### config.mk
export PLATFORM = sky130hd
export DESIGN_NAME = dtc_chain_seq
export DESIGN_NICKNAME = d
export VERILOG_FILES = /design/src/rtl/dtc_chain_pkg.sv /design/src/rtl/dtc_src_pick.sv /design/src/rtl/dtc_word_mover.sv /design/src/rtl/dtc_outcome.sv /design/src/rtl/dtc_chain_seq.sv
export SDC_FILE = /design/constraint.sdc
export NUM_CORES = 1
export LEC_CHECK = 0
export ABC_CLOCK_PERIOD_IN_PS = 2600
export CAP_MARGIN = 0
export CORE_ASPECT_RATIO = 0.9
export CORE_UTILIZATION = 52
export CTS_BUF_LIST = sky130_fd_sc_hd__clkbuf_16
export DETAILED_ROUTE_END_ITERATION = 10
export DONT_BUFFER_PORTS = 1
export PLACE_DENSITY = 0.68
export SYNTH_ARGS = -nofsm -noshare
export SYNTH_HDL_FRONTEND = slang
export SYNTH_SLANG_ARGS = --single-unit
### constraint.sdc
create_clock -name clk -period 2.6 [get_ports clk]
set_input_delay 0.13 -clock clk [delete_from_list [all_inputs] [get_ports clk]]
set_output_delay 0.13 -clock clk [all_outputs]
set_load 0.1 [all_outputs]
### src/rtl/dtc_chain_pkg.sv
// Shared definitions for the transfer chain sequencer.
// Assumes a fixed 8-bit mode byte with two live control bits.
package dtc_chain_pkg;

    localparam int MODE_W = 8;
    // Masks of the two live mode bits; the rest of the byte is ignored.
    localparam logic [MODE_W-1:0] CHAIN_MASK = 8'h80;
    localparam logic [MODE_W-1:0] ISEL_MASK  = 8'h40;

    // Top-level sequencer states, in execution order.
    typedef enum logic [2:0] {
        ST_IDLE,
        ST_FETCH,
        ST_LOAD,
        ST_MOVE,
        ST_WBACK,
        ST_DECIDE
    } seq_state_t;

    // Phases of the single-word mover.
    typedef enum logic [1:0] {
        MV_IDLE,
        MV_READ,
        MV_WRITE
    } mv_phase_t;

endpackage

### src/rtl/dtc_src_pick.sv
// Fixed-priority request picker.
// Returns the lowest-numbered set bit of the pending vector.
// Assumes the pending vector is already masked by the source enables.
module dtc_src_pick #(
    parameter int NSRC  = 8,
    parameter int SRC_W = 3
) (
    input  logic             clk,
    input  logic             rst_n,
    input  logic [NSRC-1:0]  pend,
    output logic             valid,
    output logic [SRC_W-1:0] sel
);

    // Scan from the top down so that the lowest set bit wins.
    always_comb begin
        valid = |pend;
        sel   = '0;
        for (int i = NSRC - 1; i >= 0; i--) begin
            if (pend[i]) sel = SRC_W'(i);
        end
    end

    // The chosen source is pending and no lower-numbered source is pending.
    assert_lowest_first_R2: assert property (@(posedge clk) disable iff (!rst_n)
        valid |-> (pend[sel] && ((pend & ((NSRC'(1) << sel) - NSRC'(1))) == '0)));

endmodule

### src/rtl/dtc_word_mover.sv
// Single-word mover: one read at the source address, then one write of
// that data to the destination address, over a request/ready port.
// Assumes start is only raised while the mover is idle; addresses are
// latched on start.
module dtc_word_mover
    import dtc_chain_pkg::*;
#(
    parameter int ADDR_W = 16,
    parameter int DATA_W = 16
) (
    input  logic              clk,
    input  logic              rst_n,
    input  logic              start,
    input  logic [ADDR_W-1:0] src_addr,
    input  logic [ADDR_W-1:0] dst_addr,
    output logic              done,
    output logic              mem_req,
    output logic              mem_we,
    output logic [ADDR_W-1:0] mem_addr,
    output logic [DATA_W-1:0] mem_wdata,
    input  logic [DATA_W-1:0] mem_rdata,
    input  logic              mem_ready
);

    mv_phase_t         phase;
    logic [ADDR_W-1:0] src_q;
    logic [ADDR_W-1:0] dst_q;
    logic [DATA_W-1:0] data_q;

    // Phase register: idle -> read -> write -> idle.
    always_ff @(posedge clk) begin
        if (!rst_n) begin
            phase  <= MV_IDLE;
            src_q  <= '0;
            dst_q  <= '0;
            data_q <= '0;
        end else begin
            case (phase)
                MV_IDLE: if (start) begin
                    src_q <= src_addr;
                    dst_q <= dst_addr;
                    phase <= MV_READ;
                end
                MV_READ: if (mem_ready) begin
                    data_q <= mem_rdata;
                    phase  <= MV_WRITE;
                end
                MV_WRITE: if (mem_ready) phase <= MV_IDLE;
                default: phase <= MV_IDLE;
            endcase
        end
    end

    // Memory port drive from the current phase.
    always_comb begin
        mem_req   = (phase != MV_IDLE);
        mem_we    = (phase == MV_WRITE);
        mem_addr  = (phase == MV_WRITE) ? dst_q : src_q;
        mem_wdata = data_q;
        done      = (phase == MV_WRITE) && mem_ready;
    end

    // A pending access keeps its request, direction and address.
    assert_hold_until_ready_R3: assert property (@(posedge clk) disable iff (!rst_n)
        (mem_req && !mem_ready) |=> (mem_req && $stable(mem_we) && $stable(mem_addr)));

    // An accepted read is followed directly by a write request.
    assert_read_then_write_R3: assert property (@(posedge clk) disable iff (!rst_n)
        (mem_req && !mem_we && mem_ready) |=> (mem_req && mem_we));

endmodule

### src/rtl/dtc_outcome.sv
// End-of-step decision: turns chain, interrupt select and the remaining
// count into flag-clear, enable-clear and CPU interrupt pulses.
// Assumes active is high for exactly one cycle per completed step.
module dtc_outcome #(
    parameter int NSRC  = 8,
    parameter int SRC_W = 3,
    parameter int CNT_W = 16
) (
    input  logic             active,
    input  logic             chain,
    input  logic             isel,
    input  logic [CNT_W-1:0] cnt_left,
    input  logic [SRC_W-1:0] src,
    output logic [NSRC-1:0]  flag_clr,
    output logic [NSRC-1:0]  en_clr,
    output logic             cpu_irq
);

    logic end_hit;
    logic do_fclr;
    logic do_eclr;

    // Pick one of the three final outcomes; chained steps pick none.
    always_comb begin
        end_hit = (cnt_left == '0);
        do_fclr = 1'b0;
        do_eclr = 1'b0;
        cpu_irq = 1'b0;
        if (active && !chain) begin
            if (end_hit) begin
                do_eclr = 1'b1;
                cpu_irq = 1'b1;
            end else if (isel) begin
                cpu_irq = 1'b1;
            end else begin
                do_fclr = 1'b1;
            end
        end
    end

    // Per-source decode of the clear pulses.
    for (genvar g = 0; g < NSRC; g++) begin : g_clr
        assign flag_clr[g] = do_fclr && (src == SRC_W'(g));
        assign en_clr[g]   = do_eclr && (src == SRC_W'(g));
    end

endmodule

### src/rtl/dtc_chain_seq.sv
// Transfer chain sequencer top. Idle -> descriptor fetch -> load ->
// word move -> count write-back -> decide, repeating fetch for chained
// descriptors. Assumes a descriptor memory with one-cycle read latency
// and source s owning descriptor slots starting at s * 2**SLOT_W.
module dtc_chain_seq
    import dtc_chain_pkg::*;
#(
    parameter int NSRC   = 8,
    parameter int SLOT_W = 1,
    parameter int ADDR_W = 16,
    parameter int DATA_W = 16,
    parameter int CNT_W  = 16,
    localparam int SRC_W  = (NSRC > 1) ? $clog2(NSRC) : 1,
    localparam int IDX_W  = SRC_W + SLOT_W,
    localparam int DESC_W = MODE_W + 2 * ADDR_W + CNT_W
) (
    input  logic              clk,
    input  logic              rst_n,
    input  logic [NSRC-1:0]   src_flag,
    input  logic [NSRC-1:0]   src_en,
    output logic              desc_rd_en,
    output logic              desc_wr_en,
    output logic [IDX_W-1:0]  desc_idx,
    input  logic [DESC_W-1:0] desc_rdata,
    output logic [CNT_W-1:0]  desc_wr_cnt,
    output logic              mem_req,
    output logic              mem_we,
    output logic [ADDR_W-1:0] mem_addr,
    output logic [DATA_W-1:0] mem_wdata,
    input  logic [DATA_W-1:0] mem_rdata,
    input  logic              mem_ready,
    output logic [NSRC-1:0]   flag_clr,
    output logic [NSRC-1:0]   en_clr,
    output logic              cpu_irq,
    output logic [SRC_W-1:0]  irq_src,
    output logic              busy
);

    localparam int SRC_LSB = CNT_W + ADDR_W;
    localparam int DST_LSB = CNT_W;

    seq_state_t        state;
    logic [SRC_W-1:0]  cur_src;
    logic [IDX_W-1:0]  idx_q;
    logic [MODE_W-1:0] mode_q;
    logic [CNT_W-1:0]  cnt_q;
    logic [NSRC-1:0]   pend;
    logic              pick_valid;
    logic [SRC_W-1:0]  pick_sel;
    logic              mv_done;
    logic              chain_q;
    logic              isel_q;

    // Enabled requests only.
    assign pend = src_flag & src_en;

    dtc_src_pick #(
        .NSRC  (NSRC),
        .SRC_W (SRC_W)
    ) u_pick (
        .clk   (clk),
        .rst_n (rst_n),
        .pend  (pend),
        .valid (pick_valid),
        .sel   (pick_sel)
    );

    dtc_word_mover #(
        .ADDR_W (ADDR_W),
        .DATA_W (DATA_W)
    ) u_mover (
        .clk       (clk),
        .rst_n     (rst_n),
        .start     (state == ST_LOAD),
        .src_addr  (desc_rdata[SRC_LSB +: ADDR_W]),
        .dst_addr  (desc_rdata[DST_LSB +: ADDR_W]),
        .done      (mv_done),
        .mem_req   (mem_req),
        .mem_we    (mem_we),
        .mem_addr  (mem_addr),
        .mem_wdata (mem_wdata),
        .mem_rdata (mem_rdata),
        .mem_ready (mem_ready)
    );

    // Mode decode through masks; reserved bits fall away here.
    assign chain_q = |(mode_q & CHAIN_MASK);
    assign isel_q  = |(mode_q & ISEL_MASK);

    // Sequencer state and descriptor registers.
    always_ff @(posedge clk) begin
        if (!rst_n) begin
            state   <= ST_IDLE;
            cur_src <= '0;
            idx_q   <= '0;
            mode_q  <= '0;
            cnt_q   <= '0;
        end else begin
            case (state)
                ST_IDLE: if (pick_valid) begin
                    cur_src <= pick_sel;
                    idx_q   <= {pick_sel, {SLOT_W{1'b0}}};
                    state   <= ST_FETCH;
                end
                ST_FETCH: state <= ST_LOAD;
                ST_LOAD: begin
                    mode_q <= desc_rdata[DESC_W-1 -: MODE_W];
                    cnt_q  <= desc_rdata[CNT_W-1:0];
                    state  <= ST_MOVE;
                end
                ST_MOVE: if (mv_done) begin
                    cnt_q <= cnt_q - CNT_W'(1);
                    state <= ST_WBACK;
                end
                ST_WBACK: state <= ST_DECIDE;
                ST_DECIDE: begin
                    if (chain_q) begin
                        idx_q <= idx_q + IDX_W'(1);
                        state <= ST_FETCH;
                    end else begin
                        state <= ST_IDLE;
                    end
                end
                default: state <= ST_IDLE;
            endcase
        end
    end

    // Descriptor port and status drive.
    always_comb begin
        desc_rd_en  = (state == ST_FETCH);
        desc_wr_en  = (state == ST_WBACK);
        desc_idx    = idx_q;
        desc_wr_cnt = cnt_q;
        busy        = (state != ST_IDLE);
        irq_src     = cur_src;
    end

    dtc_outcome #(
        .NSRC  (NSRC),
        .SRC_W (SRC_W),
        .CNT_W (CNT_W)
    ) u_outcome (
        .active   (state == ST_DECIDE),
        .chain    (chain_q),
        .isel     (isel_q),
        .cnt_left (cnt_q),
        .src      (cur_src),
        .flag_clr (flag_clr),
        .en_clr   (en_clr),
        .cpu_irq  (cpu_irq)
    );

    // Leaving idle needs an enabled request seen in the idle cycle.
    assert_idle_sample_R2: assert property (@(posedge clk) disable iff (!rst_n)
        $rose(busy) |-> $past(|(src_flag & src_en)));

    // Write-back follows the accepted write with the decremented count.
    assert_wback_count_R4: assert property (@(posedge clk) disable iff (!rst_n)
        mv_done |=> (desc_wr_en && desc_wr_cnt == $past(cnt_q) - CNT_W'(1)));

    // A chained step is silent and fetches the next index.
    assert_chain_silent_R5: assert property (@(posedge clk) disable iff (!rst_n)
        (state == ST_DECIDE && chain_q) |-> (flag_clr == '0 && en_clr == '0 && !cpu_irq));
    assert_chain_next_R5: assert property (@(posedge clk) disable iff (!rst_n)
        (state == ST_DECIDE && chain_q) |=> (desc_rd_en && desc_idx == $past(desc_idx) + IDX_W'(1)));

    // Flag clears name at most one source and never come with an interrupt.
    assert_flag_clr_onehot_R6: assert property (@(posedge clk) disable iff (!rst_n)
        $onehot0(flag_clr));
    assert_irq_keeps_flag_R7: assert property (@(posedge clk) disable iff (!rst_n)
        cpu_irq |-> (flag_clr == '0));

    // Disabling a source always comes with the CPU interrupt for it.
    assert_en_clr_with_irq_R8: assert property (@(posedge clk) disable iff (!rst_n)
        (en_clr != '0) |-> (cpu_irq && $onehot(en_clr) && en_clr[irq_src]));

    // First cycle out of reset is quiet.
    assert_reset_quiet_R10: assert property (@(posedge clk) disable iff (!rst_n)
        $past(!rst_n) |-> (!busy && !mem_req && !desc_rd_en && !cpu_irq));

endmodule

==> results.json <==
{
  "viasPerCell": 5.73,
  "arrival_ps": 2440,
  "area_growth_pct": 46.4,
  "hold_viol": 0,
  "timing.rr.end": "u_mover.dst_q[9]",
  "num_vias": 4047,
  "place_ws_ps": 229,
  "slew_headroom_pct": 29.9,
  "ff2ff_path_depth": 4,
  "pwr-share-comb_pct": 29.5,
  "rrSetupSlack_ps": 400,
  "cts_root_buffer": "clkbuf_16",
  "dieArea_um2": 7670,
  "fin_ws_ps": 25.3,
  "hold_depth": 2,
  "hold_end": "desc_wr_cnt[13]",
  "start_util_pct": 53.8,
  "p_switching_mw": 1.33,
  "grt_max_degree": 42,
  "drv_slew": 0,
  "synth_edf_count": 0,
  "powerDensity_nw_per_um2": 655,
  "critPathKind": "reg2out",
  "cts_htree_levels": 3,
  "power_leakage_nw": 2.13,
  "worst_clock_skew_ps": 8.24,
  "antenna_left": 0,
  "cp_slowest_cell": "or3b_4",
  "synth_top_area_share_pct": 41.0,
  "place_hpwl_um": 7160,
  "diodes": 0,
  "syn-num-nets": 599,
  "yosysSeqAreaShare_pct": 41.0,
  "seq_power_share_pct": 36.1,
  "hp-class": "in2reg",
  "antenna_found_initial": 0,
  "grt_pass1_vias": 3911,
  "io_buffers": 0,
  "final_cells": 706,
  "ys_async_sr_fraction_pct": 0,
  "synth_area_leaders": "dfxtp_1, nand2_1, a21oi_1",
  "worstPathMaxFanout": 4,
  "drive_above_1_share_pct": 25.6,
  "worstHoldStart": "desc_rdata[13]",
  "cts_made_buffers": 9,
  "crit_chain": "inv_4 -> ha_4 -> or3b_4 -> or3_4 -> nor3_4 -> nand3_4 -> nor3_4 -> buf_12",
  "clock_path_buffers": 2,
  "rsz0062_at_grt": "yes",
  "clkTransAtPathRegs_ps": 60,
  "r2r-start": "state[2]",
  "yosys_warnings": 0,
  "tritoncts": "built",
  "netlist_instances": 506,
  "postLayoutCoreUtil_pct": 78.8,
  "syn_area_per_cell_um2": 7.53,
  "max_cap_violations": 0,
  "pwr-share-clk_pct": 34.3,
  "maxClockFrequency_mhz": 388,
  "fp.dieH_um": 83.2,
  "fin_crit_ps": 2570,
  "synth.distinct_cells": 56,
  "final_nets": 701,
  "outcome": "finished, final reports clean",
  "grt-ovfl-total": 0,
  "core_um2": 7080,
  "start_kind": "flip-flop",
  "fp.dieW_um": 92.2,
  "gp_congestion": 0.832,
  "synth_area_leader_cell": "dfxtp_1",
  "wl_per_cell_um": 16.3,
  "tightest_slew_ps": 1050,
  "dp.cells": 633,
  "cp_common_cell": "nor3_4",
  "io_pins": 168,
  "min_period_over_period_pct": 99.0,
  "worstSetupEndpointType": "output port",
  "crit_required_ps": 2470,
  "dr.pass1.iters": 5,
  "swShare_pct": 36.5,
  "grt.total_usage_pct": 30.2,
  "ir_drop_mv": 0.500,
  "syn_area_um2": 3810,
  "setup_viol_count_final": 0,
  "cts_num_sinks": 78,
  "cp_slowest_stage_delay_ps": 400,
  "power.internal_mw": 2.32,
  "dominantRegCellSynth": "dfxtp_1",
  "synth_seq_cells": 78,
  "drtIter0Drc": 174,
  "drc": 0,
  "wirelength_um": 11500,
  "grt_pass1_wl_um": 18500,
  "core.rowCount": 29,
  "clk-insertion-delay-late_ps": 330
}
==> repair_timing <==
item | 4_1_cts | 5_1_grt
setup endpoints to repair | 9 | 8
pin swaps | 3 | 1
endpoints found under the hold margin | 62 | 0
hold buffers | 53 | 0
buffers inserted | 0 | 4
resized for setup | 3 | 3
==> cell families (layout without fill, tap and decap cells) <==
logic type                 count (synthesis)  count (layout)  share of synthesized area [%]
adders and majority gates                  2               2                          0.657
muxes                                     18              18                           5.29
buffers and inverters                     41             148                           4.30
and+or+nand+nor                          234             234                           28.2
AOI/OAI and AO/OA                        133             133                           20.6
DFF                                       78              78                           41.0
==> registers in the layout (all words and copies together) (netlist names) <==
| name | flops |
|---|---|
| desc_idx | 4 |
| u_mover.phase | 2 |
| desc_wr_cnt | 16 |
| u_mover.mem_wdata | 16 |
| mode_q | 2 |
| u_mover.src_q | 16 |
| state | 3 |
| irq_src | 3 |
| u_mover.dst_q | 16 |
==> layer usage <==
layer / up-vias / GRT usage [%] / wire, um
li1: 1967 / - / -
met1: 1863 / 36.1 / 4620
met2: 188 / 51.9 / 5640
met3: 29 / 7.60 / 897
met4: 0 / 11.8 / 343
met5: - / 0 / 0
==> placed cells by master (no fill, tap or decap), types with 4 or more instances in the layout <==
cell type	synthesis	final
nor4_1	4	4
a22oi_1	6	6
buf_4	0	55
o21ai_0	19	19
nor2_4	0	9
mux2_2	17	17
nor3_4	1	6
buf_12	0	17
nor2_2	0	4
nor3_1	13	9
nand2b_1	4	4
clkbuf_16	0	9
dfxtp_2	0	10
or2_1	4	4
o22ai_1	4	4
inv_4	0	4
inv_1	6	4
dlygate4sd3_1	0	53
dfxtp_1	78	63
nor2_1	43	30
a21oi_1	74	73
dfxtp_4	0	5
nand2_1	130	129
==> final cells by class <==
cell class | count | area [um2]
sequential | 78 | 1590
tap | 93 | 116
multi-input combinational | 387 | 2260
clock buffer | 9 | 225
clock inverter | 7 | 70.1
timing repair buffer | 125 | 1280
inverter | 7 | 31.3
fill | 464 | 1500
==> Yosys cell counts, drive strengths merged, types with 3 or more instances <==
library cell and n:
buf 4, a31oi 3, o22ai 4, a21oi 74
or2 5, inv 6, a22o 3, a32oi 3
nand3 3, dfxtp 78, or3 5, clkbuf 30
mux2 17, o21ai 20, nor4 5, nor2 43
a2bb2oi 3, a211oi 3, a22oi 6, nand2b 4
o31ai 4, nor3b 3, and3 3, nor3 16
nand3b 3, nor2b 3, nand2 130
==> power groups by stage <==
stage / logic [mW] / registers, mW / clock network [mW]
after floorplan: 0.570 / 1.59 / 0
after global placement: 0.964 / 1.34 / 0
after detailed placement: 0.979 / 1.34 / 0
after CTS: 1.05 / 1.32 / 1.27
after global routing: 1.14 / 1.33 / 1.31
final: 1.08 / 1.32 / 1.25
==> worst max-delay path, delay by kind of cell (launching register included) <==
| kind | cells | cell delay [ps] |
|---|---|---|
| flip-flops | 1 | 350 |
| AND/OR/NAND/NOR | 5 | 1360 |
| adder cells (fa/ha/maj) | 1 | 130 |
| buffers and inverters | 2 | 260 |
==> stage by stage <==
| stage | TNS (ps) | area [um2] | power (mW) | hold slack (ps) |
|---|---|---|---|---|
| after CTS | 0 | 5540 | 3.64 | 11.8 |
| after floorplan | -2210 | 3980 | 2.16 | 266 |
| after global placement | 0 | 4700 | 2.30 | 259 |
| after detailed placement | 0 | 4700 | 2.32 | 262 |
| after global routing | -123 | 5580 | 3.78 | 37.3 |
| final | 0 | 5580 | 3.65 | 26.9 |
==> worst max path at each step <==
stage,start,end,slack [ps]
final,desc_wr_cnt[1],en_clr[2],30
after CTS,desc_wr_cnt[1],en_clr[2],30
after detailed placement,desc_wr_cnt[1],en_clr[2],230
after floorplan,desc_wr_cnt[1],en_clr[2],-350
after global placement,desc_wr_cnt[1],en_clr[2],250
after global routing,desc_wr_cnt[1],en_clr[2],-50
No activity file was read; power rests on OpenSTA's default activity.
